--- config.mk ---
export PLATFORM = sky130hd
export DESIGN_NAME = bitop_decoder
export DESIGN_NICKNAME = d
export VERILOG_FILES = /design/src/rtl/bitop_pkg.sv /design/src/rtl/bitop_seq.sv /design/src/rtl/bitop_field.sv /design/src/rtl/bitop_disp_ext.sv /design/src/rtl/bitop_decoder.sv
export SDC_FILE = /design/constraint.sdc
export NUM_CORES = 1
export LEC_CHECK = 0
export BUFFER_PORTS_ARGS = -buffer_cell sky130_fd_sc_hd__buf_2
export CORE_MARGIN = 8
export CORE_UTILIZATION = 44
export DETAILED_ROUTE_END_ITERATION = 8
export PLACE_DENSITY = 0.78
export SYNTH_ARGS = -nofsm -noshare
export SYNTH_HDL_FRONTEND = slang
export SYNTH_HIERARCHICAL = 1
export SYNTH_SLANG_ARGS = --single-unit
--- constraint.sdc ---
create_clock -name clk -period 2 [get_ports clk]
set_input_delay 0.1 -clock clk [delete_from_list [all_inputs] [get_ports clk]]
set_output_delay 0.1 -clock clk [all_outputs]
set_load 0.01 [all_outputs]
--- src/rtl/bitop_pkg.sv ---
package bitop_pkg;
  localparam int BYTE_W = 8;
  localparam int LEN_W  = 3;
  localparam int CYC_W  = 5;

  typedef enum logic [2:0] {
    S_IDLE, S_SHORT, S_IDX, S_IDX_PFX, S_IDX_OPC
  } dec_state_e;

  localparam logic [1:0] IDX_NONE = 2'b00;
  localparam logic [1:0] IDX_FIRST = 2'b01;
  localparam logic [1:0] IDX_SECOND = 2'b10;

  localparam logic [BYTE_W-1:0] BYTE_GROUP  = 8'hCB;
  localparam logic [BYTE_W-1:0] BYTE_IDX_A  = 8'hDD;
  localparam logic [BYTE_W-1:0] BYTE_IDX_B  = 8'hFD;
  localparam logic [2:0]        OPND_MEMORY = 3'b110;
  localparam logic [2:0]        OP_UNDEF    = 3'b110;
endpackage

--- src/rtl/bitop_seq.sv ---
module bitop_seq
  import bitop_pkg::*;
(
  input  logic              clk,
  input  logic              rst,
  input  logic              in_valid,
  input  logic [BYTE_W-1:0] in_byte,
  output logic              short_fin,
  output logic              idx_fin,
  output logic              pfx_abort,
  output logic [1:0]        idx_q,
  output logic [BYTE_W-1:0] disp_q
);
  dec_state_e state_q, state_d;
  logic [1:0]        idx_d;
  logic [BYTE_W-1:0] disp_d;

  always_comb begin
    state_d = state_q;
    idx_d   = idx_q;
    disp_d  = disp_q;
    if (in_valid) begin
      unique case (state_q)
        S_IDLE: begin
          if (in_byte == BYTE_GROUP) begin
            state_d = S_SHORT;
            idx_d   = IDX_NONE;
          end else if (in_byte == BYTE_IDX_A) begin
            state_d = S_IDX;
            idx_d   = IDX_FIRST;
          end else if (in_byte == BYTE_IDX_B) begin
            state_d = S_IDX;
            idx_d   = IDX_SECOND;
          end
        end
        S_SHORT:   state_d = S_IDLE;
        S_IDX:     state_d = (in_byte == BYTE_GROUP) ? S_IDX_PFX : S_IDLE;
        S_IDX_PFX: begin
          state_d = S_IDX_OPC;
          disp_d  = in_byte;
        end
        S_IDX_OPC: state_d = S_IDLE;
        default:   state_d = S_IDLE;
      endcase
    end
  end

  always_ff @(posedge clk) begin
    if (rst) begin
      state_q <= S_IDLE;
      idx_q   <= IDX_NONE;
      disp_q  <= '0;
    end else begin
      state_q <= state_d;
      idx_q   <= idx_d;
      disp_q  <= disp_d;
    end
  end

  assign short_fin = in_valid && (state_q == S_SHORT);
  assign idx_fin   = in_valid && (state_q == S_IDX_OPC);
  assign pfx_abort = in_valid && (state_q == S_IDX) && (in_byte != BYTE_GROUP);

  // the held displacement survives idle beats while the opcode is awaited
  p_disp_hold_r2: assert property (@(posedge clk) disable iff (rst)
    (state_q == S_IDX_OPC && !in_valid) |=> ($stable(disp_q) && state_q == S_IDX_OPC));

  // every completed or aborted sequence leaves the decoder idle
  p_idle_after_end_r9: assert property (@(posedge clk) disable iff (rst)
    (short_fin || idx_fin || pfx_abort) |=> (state_q == S_IDLE));

  // an indexed opcode beat always carries an index selection
  p_idx_known_r5: assert property (@(posedge clk) disable iff (rst)
    idx_fin |-> (idx_q != IDX_NONE));
endmodule

--- src/rtl/bitop_field.sv ---
module bitop_field
  import bitop_pkg::*;
#(
  parameter int CYC_REG  = 8,
  parameter int CYC_MEM  = 15,
  parameter int CYC_IDX  = 23,
  parameter int LEN_SHORT = 2,
  parameter int LEN_IDX   = 4
) (
  input  logic [BYTE_W-1:0] opc,
  input  logic              indexed,
  output logic              opc_ok,
  output logic [2:0]        op,
  output logic [2:0]        opnd,
  output logic              mem,
  output logic [LEN_W-1:0]  len,
  output logic [CYC_W-1:0]  cycles
);
  logic top_ok;
  logic op_ok;
  logic opnd_ok;

  assign op      = opc[5:3];
  assign opnd    = opc[2:0];
  assign mem     = (opnd == OPND_MEMORY);
  assign top_ok  = (opc[7:6] == 2'b00);
  assign op_ok   = (op != OP_UNDEF);
  assign opnd_ok = !indexed || mem;
  assign opc_ok  = top_ok && op_ok && opnd_ok;

  always_comb begin
    if (indexed) begin
      len    = LEN_W'(LEN_IDX);
      cycles = CYC_W'(CYC_IDX);
    end else begin
      len    = LEN_W'(LEN_SHORT);
      cycles = mem ? CYC_W'(CYC_MEM) : CYC_W'(CYC_REG);
    end
  end
endmodule

--- src/rtl/bitop_disp_ext.sv ---
module bitop_disp_ext
  import bitop_pkg::*;
#(
  parameter int DISP_W = 16
) (
  input  logic [BYTE_W-1:0] raw,
  input  logic              enable,
  output logic [DISP_W-1:0] ext
);
  logic [DISP_W-1:0] widened;

  generate
    if (DISP_W > BYTE_W) begin : g_widen
      assign widened = {{(DISP_W-BYTE_W){raw[BYTE_W-1]}}, raw};
    end else begin : g_same
      assign widened = raw[DISP_W-1:0];
    end
  endgenerate

  assign ext = enable ? widened : '0;
endmodule

--- src/rtl/bitop_decoder.sv ---
module bitop_decoder
  import bitop_pkg::*;
#(
  parameter int DISP_W = 16
) (
  input  logic              clk,
  input  logic              rst,
  input  logic              in_valid,
  output logic              in_ready,
  input  logic [7:0]        in_byte,
  output logic              dec_valid,
  output logic              dec_unsup,
  output logic [2:0]        dec_op,
  output logic              dec_mem,
  output logic [2:0]        dec_reg,
  output logic [1:0]        dec_index,
  output logic [DISP_W-1:0] dec_disp,
  output logic [2:0]        dec_len,
  output logic [4:0]        dec_cycles
);
  logic              short_fin;
  logic              idx_fin;
  logic              pfx_abort;
  logic [1:0]        idx_q;
  logic [BYTE_W-1:0] disp_q;
  logic              opc_ok;
  logic              finishing;

  assign in_ready = 1'b1;

  bitop_seq u_seq (
    .clk       (clk),
    .rst       (rst),
    .in_valid  (in_valid),
    .in_byte   (in_byte),
    .short_fin (short_fin),
    .idx_fin   (idx_fin),
    .pfx_abort (pfx_abort),
    .idx_q     (idx_q),
    .disp_q    (disp_q)
  );

  bitop_field u_field (
    .opc     (in_byte),
    .indexed (idx_fin),
    .opc_ok  (opc_ok),
    .op      (dec_op),
    .opnd    (dec_reg),
    .mem     (dec_mem),
    .len     (dec_len),
    .cycles  (dec_cycles)
  );

  bitop_disp_ext #(.DISP_W(DISP_W)) u_disp (
    .raw    (disp_q),
    .enable (idx_fin),
    .ext    (dec_disp)
  );

  assign finishing = short_fin || idx_fin;
  assign dec_index = idx_fin ? idx_q : IDX_NONE;
  assign dec_valid = finishing && opc_ok;
  assign dec_unsup = pfx_abort || (finishing && !opc_ok);

  // result and abort pulses are exclusive
  p_excl_r9: assert property (@(posedge clk) disable iff (rst)
    !(dec_valid && dec_unsup));

  // a result pulse is never followed by another on the next beat
  p_pulse_r9: assert property (@(posedge clk) disable iff (rst)
    dec_valid |=> !dec_valid);

  // pulses only on accepted beats
  p_on_beat_r9: assert property (@(posedge clk) disable iff (rst)
    (dec_valid || dec_unsup) |-> in_valid);

  // indexed results are memory, four bytes, 23 cycles
  p_idx_shape_r5: assert property (@(posedge clk) disable iff (rst)
    (dec_valid && dec_index != IDX_NONE) |-> (dec_mem && dec_len == 3'd4 && dec_cycles == 5'd23));

  // short-layout timing follows the operand kind
  p_short_cyc_r4: assert property (@(posedge clk) disable iff (rst)
    (dec_valid && dec_index == IDX_NONE) |-> (dec_len == 3'd2 && dec_cycles == (dec_mem ? 5'd15 : 5'd8)));

  // short-layout results carry no displacement
  p_short_disp_r3: assert property (@(posedge clk) disable iff (rst)
    (dec_valid && dec_index == IDX_NONE) |-> (dec_disp == '0));
endmodule

Word level (Yosys, flattened, before mapping)
Cells that the tools add are included.
{ "totals": {"regBits": 13, "ram_bits": 0, "output_inout_bits": 36, "elab_cells": 46, "memories": 0, "latch_bits": 0, "rom_bits": 0, "in_bits": 11} }
{ "op_classes": {"n_bitwise": 0, "n_shift": 0, "n_reduce_logical": 19, "div_mod_pow": 0, "n_mux": 13, "mul": 0, "add_sub_neg": 0, "magnitude_cmp": 0, "n_eq_ne": 11} }
{ "ops": {"columns": ["operator", "count"], "rows": [
  ["$eq A8 B8 Y1 const B", 3],
  ["$mux W16", 1],
  ["$mux W3", 5],
  ["$mux W2", 5],
  ["$pmux W3 S3", 1],
  ["$logic_and A1 B1 Y1", 8],
  ["$ne A8 B8 Y1 const B", 1],
  ["$eq A3 B2 Y1 const B", 2],
  ["$eq A3 B3 Y1 const B", 2],
  ["$mux W5", 1],
  ["$ne A4 B1 Y1 const B", 1],
  ["$reduce_and A2 Y1", 2],
  ["$eq A3 B1 Y1 const B", 1],
  ["$logic_not A3 Y1", 1],
  ["$logic_or A1 B1 Y1", 3],
  ["$ne A3 B3 Y1 const B", 1],
  ["$reduce_and A3 Y1", 1],
  ["$reduce_bool A3 Y1", 1],
  ["$logic_not A1 Y1", 2],
  ["$logic_not A2 Y1", 1]
]} }

Logic depth before layout (Yosys ltp)
{ "depth": {"depth_word": 8, "ltp_mapped": 6, "mapped_depth_nobuf": 4} }

Cells and area by module
The synthesis kept the hierarchy.
{ "modules_own_cells": {"columns": ["module", "instances", "area_each_um2", "seq_area_each_um2", "cells_per_inst"], "rows": [
  ["bitop_seq", 1, 616.8, 260.2, 70],
  ["bitop_field", 1, 148.9, 0.0, 19],
  ["bitop_disp_ext", 1, 110.1, 0.0, 16],
  ["bitop_decoder", 1, 43.8, 0.0, 7]
]} }

Worst setup path before layout
OpenSTA, ideal clock, no wires.
{ "synth_path": {"kind": "reg-to-output", "start": "register u_seq.state_q[1]", "end": "output port dec_disp[10]", "required_ns": 1.900, "stages_incl_launch_ff": 5, "path_slack_ns": 0.087, "arrival_ns": 1.813, "path_cell_list": "dfxtp_1 -> nand2b_1 -> nor3b_1 -> and2_1 -> buf_4"} }
{ "synth_via": {"elab_chain_len": 3} }
{ "synth_rtl": {"columns": ["item", "line", "source"], "rows": [
  ["from (decl)", "bitop_seq.sv:14", "dec_state_e state_q, state_d;"],
  ["from (signal assigned)", "bitop_seq.sv:54", "state_q <= state_d;"],
  ["$eq A3 B3 Y1", "bitop_seq.sv:61", "assign idx_fin = in_valid && (state_q == S_IDX_OPC);"],
  ["$logic_and A1 B1 Y1", "bitop_seq.sv:61", null],
  ["named net idx_fin", "bitop_decoder.sv:22", "logic idx_fin;"],
  ["$mux W16", "bitop_disp_ext.sv:20", "assign ext = enable ? widened : '0;"],
  ["to (decl)", "bitop_decoder.sv:17", "output logic [DISP_W-1:0] dec_disp,"]
]} }
The timed path passes the listed nets, and every way through them passes these cells.

Worst setup path after layout
{ "layout_path": {"start": "register u_seq.state_q[1]", "end": "output port dec_valid"} }
{ "layout_via": {"elab_chain_len": 6, "word_cells_on_any_way": 9} }
{ "layout_rtl": {"columns": ["item", "line", "source"], "rows": [
  ["$eq A3 B3 Y1", "bitop_seq.sv:61", null],
  ["$logic_and A1 B1 Y1", "bitop_seq.sv:61", null],
  ["$logic_not A1 Y1", "bitop_field.sv:28", "assign opnd_ok = !indexed || mem;"],
  ["$logic_or A1 B1 Y1", "bitop_field.sv:28", null],
  ["$logic_and A1 B1 Y1", "bitop_field.sv:29", "assign opc_ok = top_ok && op_ok && opnd_ok;"],
  ["named net opc_ok", "bitop_decoder.sv:26", "logic opc_ok;"],
  ["$logic_and A1 B1 Y1", "bitop_decoder.sv:62", "assign dec_valid = finishing && opc_ok;"],
  ["to (decl)", "bitop_decoder.sv:11", "output logic dec_valid,"]
]} }
The timed path passes the listed nets, and every way through them passes these cells.

==> flow_summary.toml <==
[outcome]
status = "finished, final reports clean"

[routing]
drtAntennaViolNets = 0
routed_wl_mm = 2.26
vias_per_cell = 4.98
drc = 0
drt-initial-drc-count = 19
firstDrtPassIters = 4
dr_total_vias = 817
routedWlPerCell_um = 13.8

[setup_path]
required_ps = 1900
r2r_setup_slack_ps = 750
cp_max_fo = 7
crit_path_start = "u_seq/state_q[1]"
path_class = "flip-flop to primary output"
arrival_ps = 1740
r2r-start = "u_seq/state_q[2]"
worst_setup_path_start_kind = "flip-flop"
endpoint_kind = "primary output"

[sta]
period_needed_ps = 1840
post-route-period-util_pct = 92.2
fin_skew_ps = 8.67
finalHoldViolations = 0
finalSetupViolations = 0
rsz0062_at_grt = "false"
drv_slew = 0
max_freq_mhz = 542
timing.setup.tns_ps = 0
whs_ps = 66.2

[final_layout]
area_growth_pct = 13.2
final_cells = 164
fin_util_pct = 53.1
fin_nets = 149
antennaDiodeCount = 0
stdcell_area_um2 = 1040
drive_gt1_share_pct = 42.3

[synthesis]
synth-main-ff-cell = "dfxtp_1"
synth_nets = 123
netlist-cell-type-count = 31
synth-simple-area-share_pct = 37.4
synthAdderAreaFrac_pct = 0
synth_top_family_by_area = "simple AND/OR/NAND/NOR gates"
synth_compound_area_share_pct = 11.0
ys_seq_area_share_pct = 28.3
yosysTopAreaCell = "dfxtp_1"
synth_common_cells = "21 x buf_4, 17 x nand2_1, 13 x dfxtp_1, 10 x a21oi_1, 8 x and2_1"
yosysMostFrequentCell = "buf_4"
synthArstFlopShare_pct = 0
yosysWarnings = 6
ys_top_cells_by_area = "dfxtp_1 28%, buf_4 17%, nand2_1 6.9%, a21oi_1 5.4%, and2_1 5.4%"
synth.area.mux_share_pct = 2.72
ys_ff_latch = 13
synth.avg_cell_area_um2 = 8.21
synth-edff-count = 0
synth_cells = 112
syn-cell-area_um2 = 920
yosys.area.top_type_share_pct = 28.3
synth_xor_area_share_pct = 0

[floorplanning]
die-area_um2 = 3810
core_um2 = 1960
pin_count = 47
rows = 16
fp.dieH_um = 61.7
start_util_pct = 46.9
dieWidth_um = 61.7

[grt]
grt.total_usage_pct = 11.9
overflow = 0
antenna_found_initial = 0
grt_max_degree = 18
grt_pass1_vias = 761
grt_pass1_wl_mm = 3.42

[place]
dp.cells = 160
io_buffers = 44
placed_area_um2 = 1010
place_congestion = 0.815
post-dp-hpwl_mm = 1.76

[clock_tree]
cts-resized-gates = 0
clkTransAtPathRegs_ps = 90
root_buffer = "clkbuf_4"
clock_path_buffers = 2
cts_tree = "done"
clk-insertion-delay-late_ps = 290
cts_buffers = 3
clock_sinks = 13
hold_buffers = 0
htree_levels = 1
post_cts_buffers = 0

[power_and_ir_drop]
ir_worst_vdd_uv = 306
power_density_nw_per_um2 = 477
power.leakage_nw = 0.519

[job]
max_cap_viol_count = 0

[min_path]
hp-class = "primary input to flip-flop"
hold_path.startpoint = "in_byte[3]"
cell type report:
cell class,count,area (um^2)
Fill cell,220,921
Multi-Input combinational cell,72,478
Sequential cell,13,260
Timing Repair Buffer,46,235
Tap cell,27,33.8
Clock buffer,4,26.3
Inverter,2,7.51
worst max-delay path, cell delays in order (launching register included):
cell,delay (ps)
dfxtp_1,420
nand2b_1,160
nor3b_1,70
buf_4,160
a2111oi_2,330
nor2b_1,170
buf_2,140
layout by cell type, fill, tap and decap left out, drive strengths merged:
master	instances
buf	46
nor3b	4
nand4b	1
conb	2
o31ai	1
a21oi	10
nand4	1
and4	1
nor2	2
and3b	2
a2111oi	1
and4b	2
nand3b	1
clkbuf	4
o21bai	1
o2111ai	1
mux2i	1
dfxtp	13
nand2	17
nor2b	3
nand2b	5
a31oi	1
mux2	1
nor4b	2
inv	2
nor3	1
and2	11
flip-flops by register name, indices dropped and copies added, names as in the netlist:
register       flops
u_seq/disp_q       8
u_seq/state_q      3
u_seq/idx_q        2
logic make-up (layout without fill, tap and decap cells):
kind of cell,count (synthesis),after routing
mux,2,2
simple gates,53,53
flops,13,13
compound gates,15,15
buf+inv,27,52
other cells,2,2
final timing paths:
check / to / cells after the start
worst max-delay path: dec_valid / 6
worst min-delay path: u_seq/disp_q[3] / 3
worst max register to register: u_seq/idx_q[0] / 3
worst min register to register: u_seq/disp_q[7] / 2
per-stage QoR:
stage / power (W) / worst slack [ps]
5_1_grt: 0.000516 / 12.3
4_1_cts: 0.000503 / 148
3_3_place_gp: 0.000325 / 560
6_report: 0.000497 / 155
2_1_floorplan: 0.000307 / 87.4
3_5_place_dp: 0.000326 / 493
routing by layer:
| layer | part of all wire (%) | vias to the layer above | GRT usage, % |
|---|---|---|---|
| li1 | - | 404 | - |
| met1 | 43 | 366 | 14.4 |
| met2 | 41 | 45 | 18.5 |
| met3 | 15 | 2 | 4.73 |
| met4 | 0.66 | 0 | 4.22 |
| met5 | 0 | - | 0 |
report_power, final:
part,internal [W],switching [W],leakage (nW)
clock network,0.0000777,0.0000992,0.0150
logic,0.0000237,0.0000372,0.399
registers,0.000259,0.000000223,0.105
Note: power is estimated with default switching activity, not from simulation.
